`config.mk`:
```
export PLATFORM = sky130hd
export DESIGN_NAME = qpos_counter
export DESIGN_NICKNAME = d
export VERILOG_FILES = /design/src/rtl/qpos_counter.sv
export SDC_FILE = /design/constraint.sdc
export NUM_CORES = 1
export LEC_CHECK = 0
export ABC_AREA = 1
export ABC_CLOCK_PERIOD_IN_PS = 2900
export BUFFER_PORTS_ARGS = -buffer_cell sky130_fd_sc_hd__buf_2
export CORE_MARGIN = 2
export CORE_UTILIZATION = 59
export CTS_BUF_LIST = sky130_fd_sc_hd__clkbuf_8
export DETAILED_ROUTE_END_ITERATION = 8
export PLACE_DENSITY_LB_ADDON = 0.15
export RECOVER_POWER = 100
export SYNTH_ARGS = -nofsm -noshare
export SYNTH_HDL_FRONTEND = slang
export SYNTH_SLANG_ARGS = --single-unit
```
`constraint.sdc`:
```
create_clock -name clk -period 2.9 [get_ports clk]
set_input_delay 0.58 -clock clk [delete_from_list [all_inputs] [get_ports clk]]
set_output_delay 0.58 -clock clk [all_outputs]
set_load 0.005 [all_outputs]
```
`src/rtl/qpos_counter.sv`:
```
module qpos_counter (
  input  logic        clk,
  input  logic        rst_n,
  input  logic        a_in,
  input  logic        b_in,
  input  logic        z_in,
  input  logic        swap_ab,
  input  logic        dir_ccw,
  input  logic [1:0]  res_sel,
  input  logic        test_n,
  input  logic [15:0] target0,
  input  logic [15:0] target1,
  output logic [15:0] position,
  output logic        hit0,
  output logic        hit1,
  output logic        dir_err,
  output logic        index_evt
);
  logic [1:0]  a_sy, b_sy, z_sy;
  logic        a_d, b_d;
  logic [2:0]  zcnt;
  logic [15:0] cnt, nxt, mask, cmask, nib_nx;

  wire a_m  = swap_ab ? b_in : a_in;
  wire b_m  = swap_ab ? a_in : b_in;
  wire ea   = a_sy[1] ^ a_d;
  wire eb   = b_sy[1] ^ b_d;
  wire step = ea ^ eb;
  wire up   = ea ? (a_sy[1] != b_sy[1]) : (a_sy[1] == b_sy[1]);
  wire zfire = z_sy[1] && (zcnt == 3'd3);

  always_comb begin
    case (res_sel)
      2'b00:   mask = 16'h03FF;
      2'b10:   mask = 16'h0FFF;
      2'b01:   mask = 16'h3FFF;
      default: mask = 16'hFFFF;
    endcase
  end

  assign cmask = test_n ? mask : 16'hFFFF;

  for (genvar i = 0; i < 4; i++) begin : g_nib
    assign nib_nx[4*i +: 4] = up ? cnt[4*i +: 4] + 4'd1 : cnt[4*i +: 4] - 4'd1;
  end

  always_comb begin
    if (zfire)        nxt = '0;
    else if (!step)   nxt = cnt;
    else if (!test_n) nxt = nib_nx;
    else              nxt = (up ? cnt + 16'd1 : cnt - 16'd1) & mask;
  end

  always_ff @(posedge clk or negedge rst_n) begin
    if (!rst_n) begin
      a_sy <= '0; b_sy <= '0; z_sy <= '0;
      a_d <= 1'b0; b_d <= 1'b0;
      zcnt <= '0;
      cnt <= '0;
      hit0 <= 1'b0; hit1 <= 1'b0;
      dir_err <= 1'b0; index_evt <= 1'b0;
    end else begin
      a_sy <= {a_sy[0], a_m};
      b_sy <= {b_sy[0], b_m};
      z_sy <= {z_sy[0], z_in};
      a_d  <= a_sy[1];
      b_d  <= b_sy[1];
      if (!z_sy[1])           zcnt <= '0;
      else if (zcnt != 3'd4)  zcnt <= zcnt + 3'd1;
      cnt       <= nxt;
      index_evt <= zfire;
      dir_err   <= step && (up == dir_ccw);
      hit0      <= (nxt != cnt) && ((nxt & cmask) == (target0 & cmask));
      hit1      <= (nxt != cnt) && ((nxt & cmask) == (target1 & cmask));
    end
  end

  assign position = cnt;
endmodule

```
==> run summary, run 1 <==
The run finished with clean final reports. For this block, the via count after detailed routing is 4,451. The final non-filler cell area is 0.00448 mm2. The initial standard-cell utilization of the core is 60.8%. In this run switching power makes up 56.8% of total power. The gate count of the mapped netlist is between 600 and 700. Clock tree synthesis selected as its root buffer the cell sky130_fd_sc_hd__clkbuf_8. The delay of the slowest cell on the worst path is approximately 460 ps.

Power spread over the standard cell area amounts to 910 mW/mm2. The number of antenna diodes in the final layout is 0. The largest area contributor in the synthesized netlist is sky130_fd_sc_hd__dfrtp_1.

The shortest period the worst path allows is ~2900 ps. In the final routed layout, each cell accounts on average for 15.2 um. The worst clock skew came out at 4.08 ps. The number of hold buffers added after CTS was 0.

The number of iterations in the first detailed-routing pass is 5. The transition time at the pin with the least slew margin came out at 744 ps. The floorplan step set the die height to 81.9 um.

The aggregate global routing overflow came out at 0. In this run the remaining antenna-violating nets after routing total 0. In the global route stage, overall resource usage came out at between 30 and 40%. After detailed placement, the total cell area comes to ~0.0040 mm2. The count of different cell masters after synthesis is 27.

The hold violation total from the final report was 0. The worst setup path is captured at a register. The initial antenna violation count came to 0.

The count of nets after finishing is 746. The buffer depth of the longest clock path came out at 2. The area of the die is 0.00671 mm2. The final cell count without fillers is 773. The later pin in the worst-skew pair is clocked with a latency of 290 ps. The via count normalized by instance count is 5.76.

The number of design-rule violations left by the first detailed-router iteration came out at ~470. The worst-case IR drop observed on VDD is around 0.55 mV. The cell-internal power came out at 0.00176 W. The buffer and inverter count on the worst path came out at 2. The number of warnings reported in the yosys synthesis log came out at 0.

The worst slack at placement is 44.9 ps. Summing every instance area after synthesis gives roughly 0.0036 mm2. The total I/O pin count came out at 62. The maximum clock frequency came out at 348 MHz.

The number of global-route vias before repair came out at 3,554. Setup repair after global routing could not meet its margin everywhere. In this run the core area contains 28 standard-cell rows. The sequential fraction of design power is 22.0%. The switching power summed over all nets came out at about 0.0023 W. The final routed DRC violation total is 0.

The portion of synthesized cell area occupied by the leading cell type came out at a little over a fifth. Traced cell by cell, the critical path runs through nand2_1, nand2_4, nand2_4, nand3_2, nand2_1, inv_1, ha_1, inv_2, nand2_2, nand2_1, nand2_1, nand2_2, nand3_2, nand2_1, nand3_1, nor2_1, nand3_1, nor2_1, nand2_1, nor2_1, nand2_1, nor2_1, nand3_1, nor2_1. The post-route netlist has 27.7% of its cells at a drive strength greater than 1. The leakage power of the design is approximately 2.5 nW.

The max-slew headroom at the worst pin came out at 50.4%. The sequential share of the synthesized area is 21.7%. The post-DP HPWL is 8.47 mm.

The worst-path cell with the longest stage delay is sky130_fd_sc_hd__dfrtp_2. The maximum level of the CTS H-tree came out at 2. TritonCTS built the clock tree. In the post-synthesis netlist, the biggest area contributors are sky130_fd_sc_hd__dfrtp_1 (22%), sky130_fd_sc_hd__nand2_1 (21%), sky130_fd_sc_hd__nand3_1 (11%), sky130_fd_sc_hd__inv_1 (10%), sky130_fd_sc_hd__nor2_1 (6.2%). Among the stages of the critical path, the cell type that occurs most often is sky130_fd_sc_hd__nand2_1. The total of endpoints with negative setup slack in the final report is 0. In this run, synthesis produced a sequential element count of 31. The routability-driven placement congestion ratio came out at 0.997. The first-pass GRT wire length came out at approximately 17 mm.

The clock share of power is 8.6%. On the critical path the largest part of the delay comes from simple AND/OR/NAND/NOR gates. The minimum hold slack came out at 347 ps. The largest driver fanout on the critical path came out at 6.

The class of the most critical setup path is register to register. In this run the tool buffered the top-level ports with 61 buffer cells. Across the run, the number of max-cap violations was 0.

The worst setup path is launched from a register. The worst endpoint required time came out at ~3100 ps. Measured along the x axis, the die boundary spans around 82 um. The core area came out at 0.00589 mm2.

Of the total power, combinational logic draws 69.4%. The final count of pins violating max slew is 0. The min-delay analysis places its worst path in the category input pin to asynchronous set/reset pin.

In this run, CTS created clock tree buffers numbering 5. The endpoint arrival time on the critical path came out at 3090 ps. The maximum number of pins on one net before global-route repair is 32. For this block, the routed nets add up to 11.7 mm of wire. The slack of the critical path is approximately 28 ps. The number of instances in the placed design came out at 749. When the netlist entered floorplanning its net count stood at 667. The number of sinks on the clock net is 31. The per-instance average area after synthesis is 5.79 um2. The clock transition at the registers of the reported paths came out at about 70 ps.

Of the available clock period, the critical path in the final layout requires 99.0%. The area growth from synthesis to layout came out at 25.0%.
==> worst paths after layout <==
check                      slack [ps]     from  cells after the start  endpoint
max reg2reg                        30  a_sy[1]                     24      hit0
max in group asynchronous        2030    rst_n                      1   a_sy[1]
min in group clk                  350  z_sy[0]                      0   z_sy[1]
min                               350    rst_n                      1   zcnt[2]
max                                30  a_sy[1]                     24      hit0
min reg2reg                       350  z_sy[0]                      0   z_sy[1]
==> Yosys cell counts <==
cell and number:
sky130_fd_sc_hd__o41ai_1 8, sky130_fd_sc_hd__xnor2_1 5, sky130_fd_sc_hd__and2_1 1, sky130_fd_sc_hd__nand2_4 6, sky130_fd_sc_hd__xor2_1 7, sky130_fd_sc_hd__a41oi_1 3
sky130_fd_sc_hd__inv_1 95, sky130_fd_sc_hd__dfrtp_1 31, sky130_fd_sc_hd__nand3_2 8, sky130_fd_sc_hd__a21oi_1 14, sky130_fd_sc_hd__nand2_1 199, sky130_fd_sc_hd__a21oi_4 1
sky130_fd_sc_hd__o21bai_2 1, sky130_fd_sc_hd__buf_2 8, sky130_fd_sc_hd__nor2_1 59, sky130_fd_sc_hd__ha_1 7, sky130_fd_sc_hd__nand3_1 76, sky130_fd_sc_hd__nand4_1 17
sky130_fd_sc_hd__o2111ai_1 1, sky130_fd_sc_hd__clkbuf_1 5, sky130_fd_sc_hd__nand2_2 25, sky130_fd_sc_hd__buf_6 3, sky130_fd_sc_hd__nor2_2 5, sky130_fd_sc_hd__o21ai_0 21
sky130_fd_sc_hd__nand3b_1 3, sky130_fd_sc_hd__nor3_1 2, sky130_fd_sc_hd__inv_2 7
==> state kept, by name, indices dropped and copies added (netlist names), 2 cells and up <==
name,count
zcnt,3
b_sy,2
a_sy,2
z_sy,2
position,16
==> timing repair <==
action / CTS / global route
gates resized for setup: 0 / 65
setup endpoints to repair: 0 / 2
setup buffers: 0 / 15
==> placed cells by master, fill, tap and decap left out, drive strengths merged <==
cell type	synthesis	routed
dfrtp	31	31
nand4	17	17
o2111ai	1	1
buf	11	86
and2	1	1
inv	102	102
o21ai	21	21
o21bai	1	1
nand2	230	230
ha	7	7
nand3	84	84
nor3	2	2
nor2	64	64
nand3b	3	3
xor2	7	7
a41oi	3	3
clkinvlp	0	2
o41ai	8	8
clkbuf	5	7
xnor2	5	5
clkinv	0	1
a21oi	15	15
==> stage by stage <==
step                utilization (%)  setup TNS, ps  total power, W
global route                   76.0           -297         0.00442
detailed placement             67.7              0         0.00326
CTS                            69.2              0         0.00362
finish                         76.0              0         0.00407
global placement               67.7              0         0.00322
floorplan                         -              0         0.00259
==> layer usage <==
layer  routed length (um)  vias to the layer above  GRT usage (%)
li1                     -                     2117              -
met1                 4990                     2057           47.1
met2                 5280                      251           48.8
met3                 1220                       26           7.58
met4                  249                        0           7.17
met5                    0                        -              0
==> kinds of logic after synthesis <==
kind of cell	after synthesis	share of synthesized area (%)
compound gates	49	8.60
buf+inv	118	13.3
xor+xnor	12	2.93
fa+ha+maj	7	2.45
flops	31	21.7
simple gates	401	51.1
==> cell type report <==
cell class                      count  area, um2
Clock buffer                        5       68.8
Clock inverter                      3       20.0
Fill cell                         477       1410
Inverter                          102        385
Multi-Input combinational cell    469       2570
Sequential cell                    31        778
Tap cell                           75       93.8
Timing Repair Buffer               88        556
==> power groups by stage <==
| stage | logic (W) | clock network, W | registers, W |
|---|---|---|---|
| after floorplan | 0.00186 | 0 | 0.000732 |
| after global placement | 0.00236 | 0 | 0.000867 |
| after detailed placement | 0.00240 | 0 | 0.000858 |
| after CTS | 0.00242 | 0.000352 | 0.000851 |
| after global routing | 0.00313 | 0.000378 | 0.000913 |
| final | 0.00282 | 0.000350 | 0.000898 |
No activity file was read; power rests on OpenSTA's default activity.
==> run 2: changes to the inputs <==
--- a/config.mk
+++ b/config.mk
@@ -8,8 +8,10 @@
 export ABC_AREA = 1
 export ABC_CLOCK_PERIOD_IN_PS = 2900
 export BUFFER_PORTS_ARGS = -buffer_cell sky130_fd_sc_hd__buf_2
+export CELL_PAD_IN_SITES_DETAIL_PLACEMENT = 1
+export CELL_PAD_IN_SITES_GLOBAL_PLACEMENT = 1
 export CORE_MARGIN = 2
-export CORE_UTILIZATION = 59
+export CORE_UTILIZATION = 40
 export CTS_BUF_LIST = sky130_fd_sc_hd__clkbuf_8
 export DETAILED_ROUTE_END_ITERATION = 8
 export PLACE_DENSITY_LB_ADDON = 0.15
==> run summary, run 2 (same netlist as run 1, synthesis figures left out) <==
The leakage power of the design came out at between 2 and 3 nW. The buffer depth of the longest clock path is 2. The hold violation total from the final report came to 0. The number of global-route vias before repair is 4,362. The power density of the placed cells is 951 mW/mm2.

The port buffer count is 61. The first-pass GRT wire length came out at 21.8 mm. The launching point of the worst reg2reg path is a_sy[1]. Leaving out fill and tap cells, the most frequent cell in the layout is sky130_fd_sc_hd__nand2_1. The total I/O pin count is 62. Dividing the detail-routed via count by the number of cells gives 5.63. The worst endpoint required time came out at a little over 3000 ps.

The maximum level of the CTS H-tree is 2. The area growth from synthesis to layout came out at 33.3%. In this run the critical register-to-register path is captured at hit1.

The minimum hold slack is about 350 ps. The shortest period the worst path allows is 2910 ps. For this run the aggregate overflow at the end of global routing stands at 0. The final count of pins violating max slew is 0. STA classifies the critical path startpoint as a register. Once layout is complete, the utilization of the core stands at 54.7%. For this design, the sink count on the clock tree is 31. The row count is 34. The share of post-route cells with drive strength above 1 is around 33%. In this run, post-CTS hold repair placed 0 buffers. The endpoint arrival time on the critical path is 3090 ps. The post-DP HPWL is 10.7 mm. The count of antenna diodes in the layout came out at 0. The class of the most critical setup path is register to register.

The die is around 99 um tall. The max-slew headroom at the worst pin is 49.2%. The maximum number of pins on one net before global-route repair came out at 32. The total wire length is 15.0 mm. The remaining number of nets flagged by the antenna check after routing is 0. TritonCTS built the clock tree. The routability-driven placement congestion ratio is 0.945.

The transition time at the pin with the least slew margin came out at 761 ps. The tree is rooted in a sky130_fd_sc_hd__clkbuf_8. The largest driver fanout on the critical path came out at 7. The wire length per cell after detailed routing came out at 18.3 um.

The number of violations of the max-capacitance limit is 0. Clock latency on the worst-skew pair, taken at its later pin, is approximately 300 ps. The initial antenna violation count is 0. After detailed routing, the number of remaining DRC violations is 0. The total of endpoints with negative setup slack in the final report came out at 1. The worst hold path belongs to the class input pin to asynchronous set/reset pin.

The flow ran to the end, but the final reports show violations. The first detailed-routing pass took 7 iterations. For the worst flop-to-flop path, the logic depth is 25. The slack of the critical path is -8.53 ps. Summing all non-filler instances in the final layout gives an area of 0.00477 mm2. The clock transition at the registers of the reported paths is 80 ps. The register with the most flip-flops in the layout has 16 of them. The final reports fail on negative setup slack.

The count of nets after finishing is 759. In this run, the number of DRC markers left after iteration 0 of detailed routing was 250. The number of buffers inserted during clock tree synthesis is 5. Summing all placed instances gives a cell area of 0.00407 mm2. The worst path uses 100% of the clock period. The maximum clock frequency is 344 MHz.

After floorplanning, the core was sized to cover 0.00872 mm2. The library cells used most frequently in the layout, excluding fill and tap cells, are sky130_fd_sc_hd__nand2_1 (162), sky130_fd_sc_hd__inv_1 (93), sky130_fd_sc_hd__nand3_1 (63), sky130_fd_sc_hd__buf_2 (61), sky130_fd_sc_hd__nand2_2 (52). After layout, the design draws a total of 0.00454 W. The width of the die came out at 98.6 um. Across the routed clock network, the largest skew measured is approximately 11 ps. The initial standard-cell utilization of the core is 41.1%. Setup repair after global routing could not meet its margin everywhere. The register-to-register setup slack came out at -9 ps. Summing over every cut layer, the via total after detailed routing is 4,615. Global routing consumed, over all layers together, 27.9% of the routing resources. The die covers 0.00972 mm2. The worst setup path is captured at a register. The worst ir drop on vdd came out at 0.463 mV.
run 2: changes by cell type in the layout (fill, tap and decap cells not counted), sizes merged:
cell,previous run,this run
clkbuf,7,6
nand2,230,231
bufbuf,0,1
buf,86,98
inv,102,103
clkinvlp,2,1
run 2: where the power goes:
| group | internal, W | switching, W |
|---|---|---|
| Combinational | 0.00120 | 0.00208 |
| Clock | 0.000165 | 0.000195 |
| Sequential | 0.000564 | 0.000333 |
| Total | 0.00193 | 0.00261 |
run 2: worst max path at each step:
stage               startpoint    to  cells after the start
floorplan              b_sy[1]  hit1                     23
global placement       a_sy[1]  hit1                     23
detailed placement     a_sy[1]  hit1                     23
CTS                    a_sy[1]  hit0                     23
global route           a_sy[1]  hit1                     23
finish                 a_sy[1]  hit1                     25
run 2: final cells by class:
type / instances / area, um2
Timing Repair Buffer: 100 / 664
Clock inverter: 3 / 16.3
Tap cell: 108 / 135
Inverter: 102 / 390
Fill cell: 1212 / 3950
Clock buffer: 5 / 68.8
Sequential cell: 31 / 778
Multi-Input combinational cell: 470 / 2720
run 2: critical path, stage by stage (launching register included):
cell and delay (ps):
sky130_fd_sc_hd__dfrtp_2 470, sky130_fd_sc_hd__inv_4 100, sky130_fd_sc_hd__nand2_2 60, sky130_fd_sc_hd__nand2_2 120, sky130_fd_sc_hd__nand2_4 110, sky130_fd_sc_hd__nand2_8 120
sky130_fd_sc_hd__buf_12 150, sky130_fd_sc_hd__nand2_1 80, sky130_fd_sc_hd__nand2_2 140, sky130_fd_sc_hd__nor2_2 70, sky130_fd_sc_hd__nand2_1 90, sky130_fd_sc_hd__nor2_1 50
sky130_fd_sc_hd__nor2_1 200, sky130_fd_sc_hd__nand2_1 110, sky130_fd_sc_hd__nand2_1 80, sky130_fd_sc_hd__nand3_1 90, sky130_fd_sc_hd__nand2_1 90, sky130_fd_sc_hd__nand2_2 70
sky130_fd_sc_hd__nand2_2 110, sky130_fd_sc_hd__inv_2 50, sky130_fd_sc_hd__nor3_1 130, sky130_fd_sc_hd__nor2_1 70, sky130_fd_sc_hd__nand2_1 70, sky130_fd_sc_hd__nor2_2 30
sky130_fd_sc_hd__nand2_1 80, sky130_fd_sc_hd__nor2_1 40
run 2: routing by layer:
| layer | wire length, um | vias up | global-route usage [%] |
|---|---|---|---|
| met5 | 0 | - | 0 |
| met4 | 472 | 0 | 7.38 |
| met3 | 1060 | 47 | 3.12 |
| met2 | 7070 | 179 | 45.0 |
| met1 | 6380 | 2242 | 39.8 |
| li1 | - | 2147 | - |
run 2: metrics by stage:
step / setup TNS, ps / cells / setup WS [ps]
final: -8.53 / 819 / -8.53
after global routing: -431 / 819 / -244
after CTS: 0 / 797 / 12.5
after detailed placement: -315 / 788 / -158
after global placement: 0 / 788 / 31.4
after floorplan: 0 / 618 / 394
run 2: timing repair:
item / CTS / global route
pin swaps: 1 / 48
endpoints found under the setup margin: 2 / 2
endpoints found under the hold margin: 0 / 0
gates resized for setup: 8 / 97
setup buffers: 0 / 20
cloned: 1 / 2
==> run 3: changes to the inputs <==
--- a/config.mk
+++ b/config.mk
@@ -7,13 +7,13 @@
 export LEC_CHECK = 0
 export ABC_AREA = 1
 export ABC_CLOCK_PERIOD_IN_PS = 2900
-export BUFFER_PORTS_ARGS = -buffer_cell sky130_fd_sc_hd__buf_2
 export CELL_PAD_IN_SITES_DETAIL_PLACEMENT = 1
 export CELL_PAD_IN_SITES_GLOBAL_PLACEMENT = 1
 export CORE_MARGIN = 2
-export CORE_UTILIZATION = 40
+export CORE_UTILIZATION = 45
 export CTS_BUF_LIST = sky130_fd_sc_hd__clkbuf_8
 export DETAILED_ROUTE_END_ITERATION = 8
+export DONT_BUFFER_PORTS = 1
 export PLACE_DENSITY_LB_ADDON = 0.15
 export RECOVER_POWER = 100
 export SYNTH_ARGS = -nofsm -noshare
==> run summary, run 3 (same netlist as run 1, synthesis figures left out) <==
The most common cell after layout, fill and taps aside is sky130_fd_sc_hd__nand2_1. Setup repair after global routing could not meet its margin everywhere. The area growth from synthesis to layout is 20.3%. At the pin with the least slew margin, the transition time is 1860 ps. The shortest period the worst path allows is 3030 ps.

Across the run, the number of max-cap violations was 1. For the worst-skew pair, the clock arrives at the later sink with an insertion delay of 300 ps. The share of post-route cells with drive strength above 1 came out at a little under a quarter. 62 I/O pins were placed. The largest driver fanout on the critical path came out at 10. The number of buffers inserted during clock tree synthesis came out at 5. The initial antenna violation count came out at 0.

The kind of cell adding the most delay to the critical path is simple AND/OR/NAND/NOR gates. Global routing consumed, over all layers together, 31.2% of the routing resources. The class of the most critical setup path is register to register. Summed over all nets, the half-perimeter wirelength after detailed placement is 10.5 mm. Counting buffers and inverters, the worst setup path is 22 cells deep.

The run finished, with violations left. The area taken by flip-flops and latches came out at 778 um2. The number of global-route vias before repair is 4,234. The top cell types in the final layout, fill and taps aside, are sky130_fd_sc_hd__nand2_1 (171), sky130_fd_sc_hd__inv_1 (93), sky130_fd_sc_hd__nand3_1 (64), sky130_fd_sc_hd__nor2_1 (49), sky130_fd_sc_hd__nand2_2 (41). STA classifies the critical path startpoint as a register.

The worst ir drop on vdd is 0.532 mV. The minimum hold slack came out at just over 300 ps. The hold violation total from the final report is 0. The slack of the critical path came out at -133 ps. The first-pass GRT wire length is 21.1 mm. The first TritonRoute pass finished after 5 iterations. The number of vias in the routed layout came out at 4,415. Walking the worst path, the cells encountered are inv_2, nand2_1, nand2_2, nand2_4, nand2_8, buf_4, clkbuf_16, o41ai_1, nand2_2, nand2_1, nand3_2, nand2_2, nand3_2, buf_4, nand2_1, nand2_1, nor2_1, nand3_1, nor2_1, nand4_1, nor2_2, nor2_1. The endpoint arrival time on the critical path is 3210 ps. The TritonCTS clock tree is done. The final worst-path cycle share is 105%. The checks that failed: max-capacitance violations, max-slew violations, negative setup slack.

The delay of the slowest cell on the worst path came out at 430 ps. After detailed routing, the number of remaining DRC violations is 0. After the last flow step, the layout net total stands at 693. In this run the tightest slew margin relative to its limit is -23.9%. The power density of the placed cells came out at 996 mW/mm2. The most numerous cell type found on the critical path is sky130_fd_sc_hd__nand2_1.

The number of stages on the worst hold path is 0. The leakage power of the design came out at approximately 2.3 nW. The final layout contains routed wiring with a total length of 15.4 mm. Routability-driven placement finished with a final weighted congestion of 0.955. The number of design-rule violations left by the first detailed-router iteration is 354. The buffer depth of the longest clock path came out at 2. The total area of multi-input combinational cells came out at 0.00262 mm2. The clock transition at the registers of the reported paths is 80 ps. Clock tree synthesis selected as its root buffer the cell sky130_fd_sc_hd__clkbuf_8.

The row count came out at 32. The maximum level of the CTS H-tree came out at 2. The sum of internal, switching and leakage power is 0.00429 W.

The buffer and inverter count on the worst path came out at 4. The area of the die came out at ~0.0087 mm2. The final count of pins violating max slew came out at 32.

Once the floorplan was initialized, standard cells occupied 46.3% of the core. The port buffer count is 0. The register with the most flip-flops in the layout has 16 of them. The worst endpoint required time came out at 3080 ps.

The count of antenna diodes in the layout came out at 0. The depth of the worst register-to-register path is 22. The core area came out at 0.00773 mm2. The number of sinks on the clock net came out at 31. Global routing finished with a remaining overflow of 0. Setup violations remaining at the end of the flow were counted as 2. The maximum number of pins on one net before global-route repair came out at 32. For this design, the slowest cell found on the critical path is sky130_fd_sc_hd__dfrtp_1. Across the routed clock network, the largest skew measured is 13.4 ps. The maximum clock frequency came out at approximately 330 MHz. The path category of the worst min-delay check is input pin to register.

The floorplan step set the die width to 93.2 um. The wire length per cell after detailed routing is 20.6 um. The height of the die is 93.2 um. The worst setup path is captured at a register.

The via count normalized by instance count is a little under 6. The remaining number of nets flagged by the antenna check after routing is 0. The layout has approximately 1,100 filler cells.
-- run 3: cell count changes in the layout (fill, tap and decap cells not counted), moves of 3 or more --
cell and change:
sky130_fd_sc_hd__buf_4 -3, sky130_fd_sc_hd__nand2_4 +3, sky130_fd_sc_hd__nand2_2 -11, sky130_fd_sc_hd__nand2_1 +9, sky130_fd_sc_hd__buf_2 -61
-- run 3: power breakdown --
group	internal [W]	switching [W]
Sequential	0.000564	0.000352
Clock	0.000165	0.000193
Combinational	0.00101	0.00200
Total	0.00174	0.00255
-- run 3: timing repair --
action                                  in CTS  in global routing
pin swaps                                    2                 38
endpoints found under the hold margin       31                  0
endpoints found under the setup margin       2                  2
cloned                                       0                  2
resized for setup                           12                 71
setup buffers                                0                 16
hold buffers                                 1                  0
-- run 3: layout make-up --
class | instances | share of cell area [%]
multi-input cells | 469 | 60.8
repair buffers | 35 | 7.21
well taps | 102 | 2.96
clock inverters | 3 | 0.378
clock buffers | 5 | 1.60
inverters | 102 | 9.01
flip-flops and latches | 31 | 18.1
-- run 3: routing by layer --
| layer | part of all wire [%] | up-vias | track usage (%) |
|---|---|---|---|
| met5 | 0 | - | 0 |
| met4 | 2.9 | 0 | 8.09 |
| met3 | 8.6 | 40 | 6.61 |
| met2 | 47 | 233 | 49.1 |
| met1 | 42 | 2142 | 43.5 |
| li1 | - | 2000 | - |
-- run 3: path summary, 6_finish.rpt --
path / endpoint / start / slack, ps
worst max-delay path: hit1 / a_d / -130
worst min-delay path: z_sy[0] / z_in / 310
worst max register to register: hit1 / a_d / -130
worst min register to register: z_sy[1] / z_sy[0] / 360
max in group asynchronous: a_sy[1] / rst_n / 920
min in group asynchronous: a_sy[0] / rst_n / 780
-- run 3: worst reg2reg max path, cell delays in order (launching register included) --
cell and delay [ps]:
sky130_fd_sc_hd__dfrtp_1 430, sky130_fd_sc_hd__inv_2 70, sky130_fd_sc_hd__nand2_1 110, sky130_fd_sc_hd__nand2_2 130, sky130_fd_sc_hd__nand2_4 160, sky130_fd_sc_hd__nand2_8 100, sky130_fd_sc_hd__buf_4 170, sky130_fd_sc_hd__clkbuf_16 160
sky130_fd_sc_hd__o41ai_1 120, sky130_fd_sc_hd__nand2_2 180, sky130_fd_sc_hd__nand2_1 110, sky130_fd_sc_hd__nand3_2 90, sky130_fd_sc_hd__nand2_2 120, sky130_fd_sc_hd__nand3_2 100, sky130_fd_sc_hd__buf_4 160, sky130_fd_sc_hd__nand2_1 60
sky130_fd_sc_hd__nand2_1 60, sky130_fd_sc_hd__nor2_1 100, sky130_fd_sc_hd__nand3_1 80, sky130_fd_sc_hd__nor2_1 100, sky130_fd_sc_hd__nand4_1 100, sky130_fd_sc_hd__nor2_2 140, sky130_fd_sc_hd__nor2_1 60
-- run 3: metrics by stage --
step                      worst slack (ps)  setup TNS (ps)  cells  cell area (um2)  utilization [%]
final                                 -133            -248    747             4310             55.7
after global routing                  -285            -556    747             4310             55.7
after CTS                            0.529               0    729             3900             50.5
after detailed placement             -62.0            -119    720             3750             48.5
after global placement                 141               0    720             3750             48.5
after floorplan                        394               0    618             3580                -
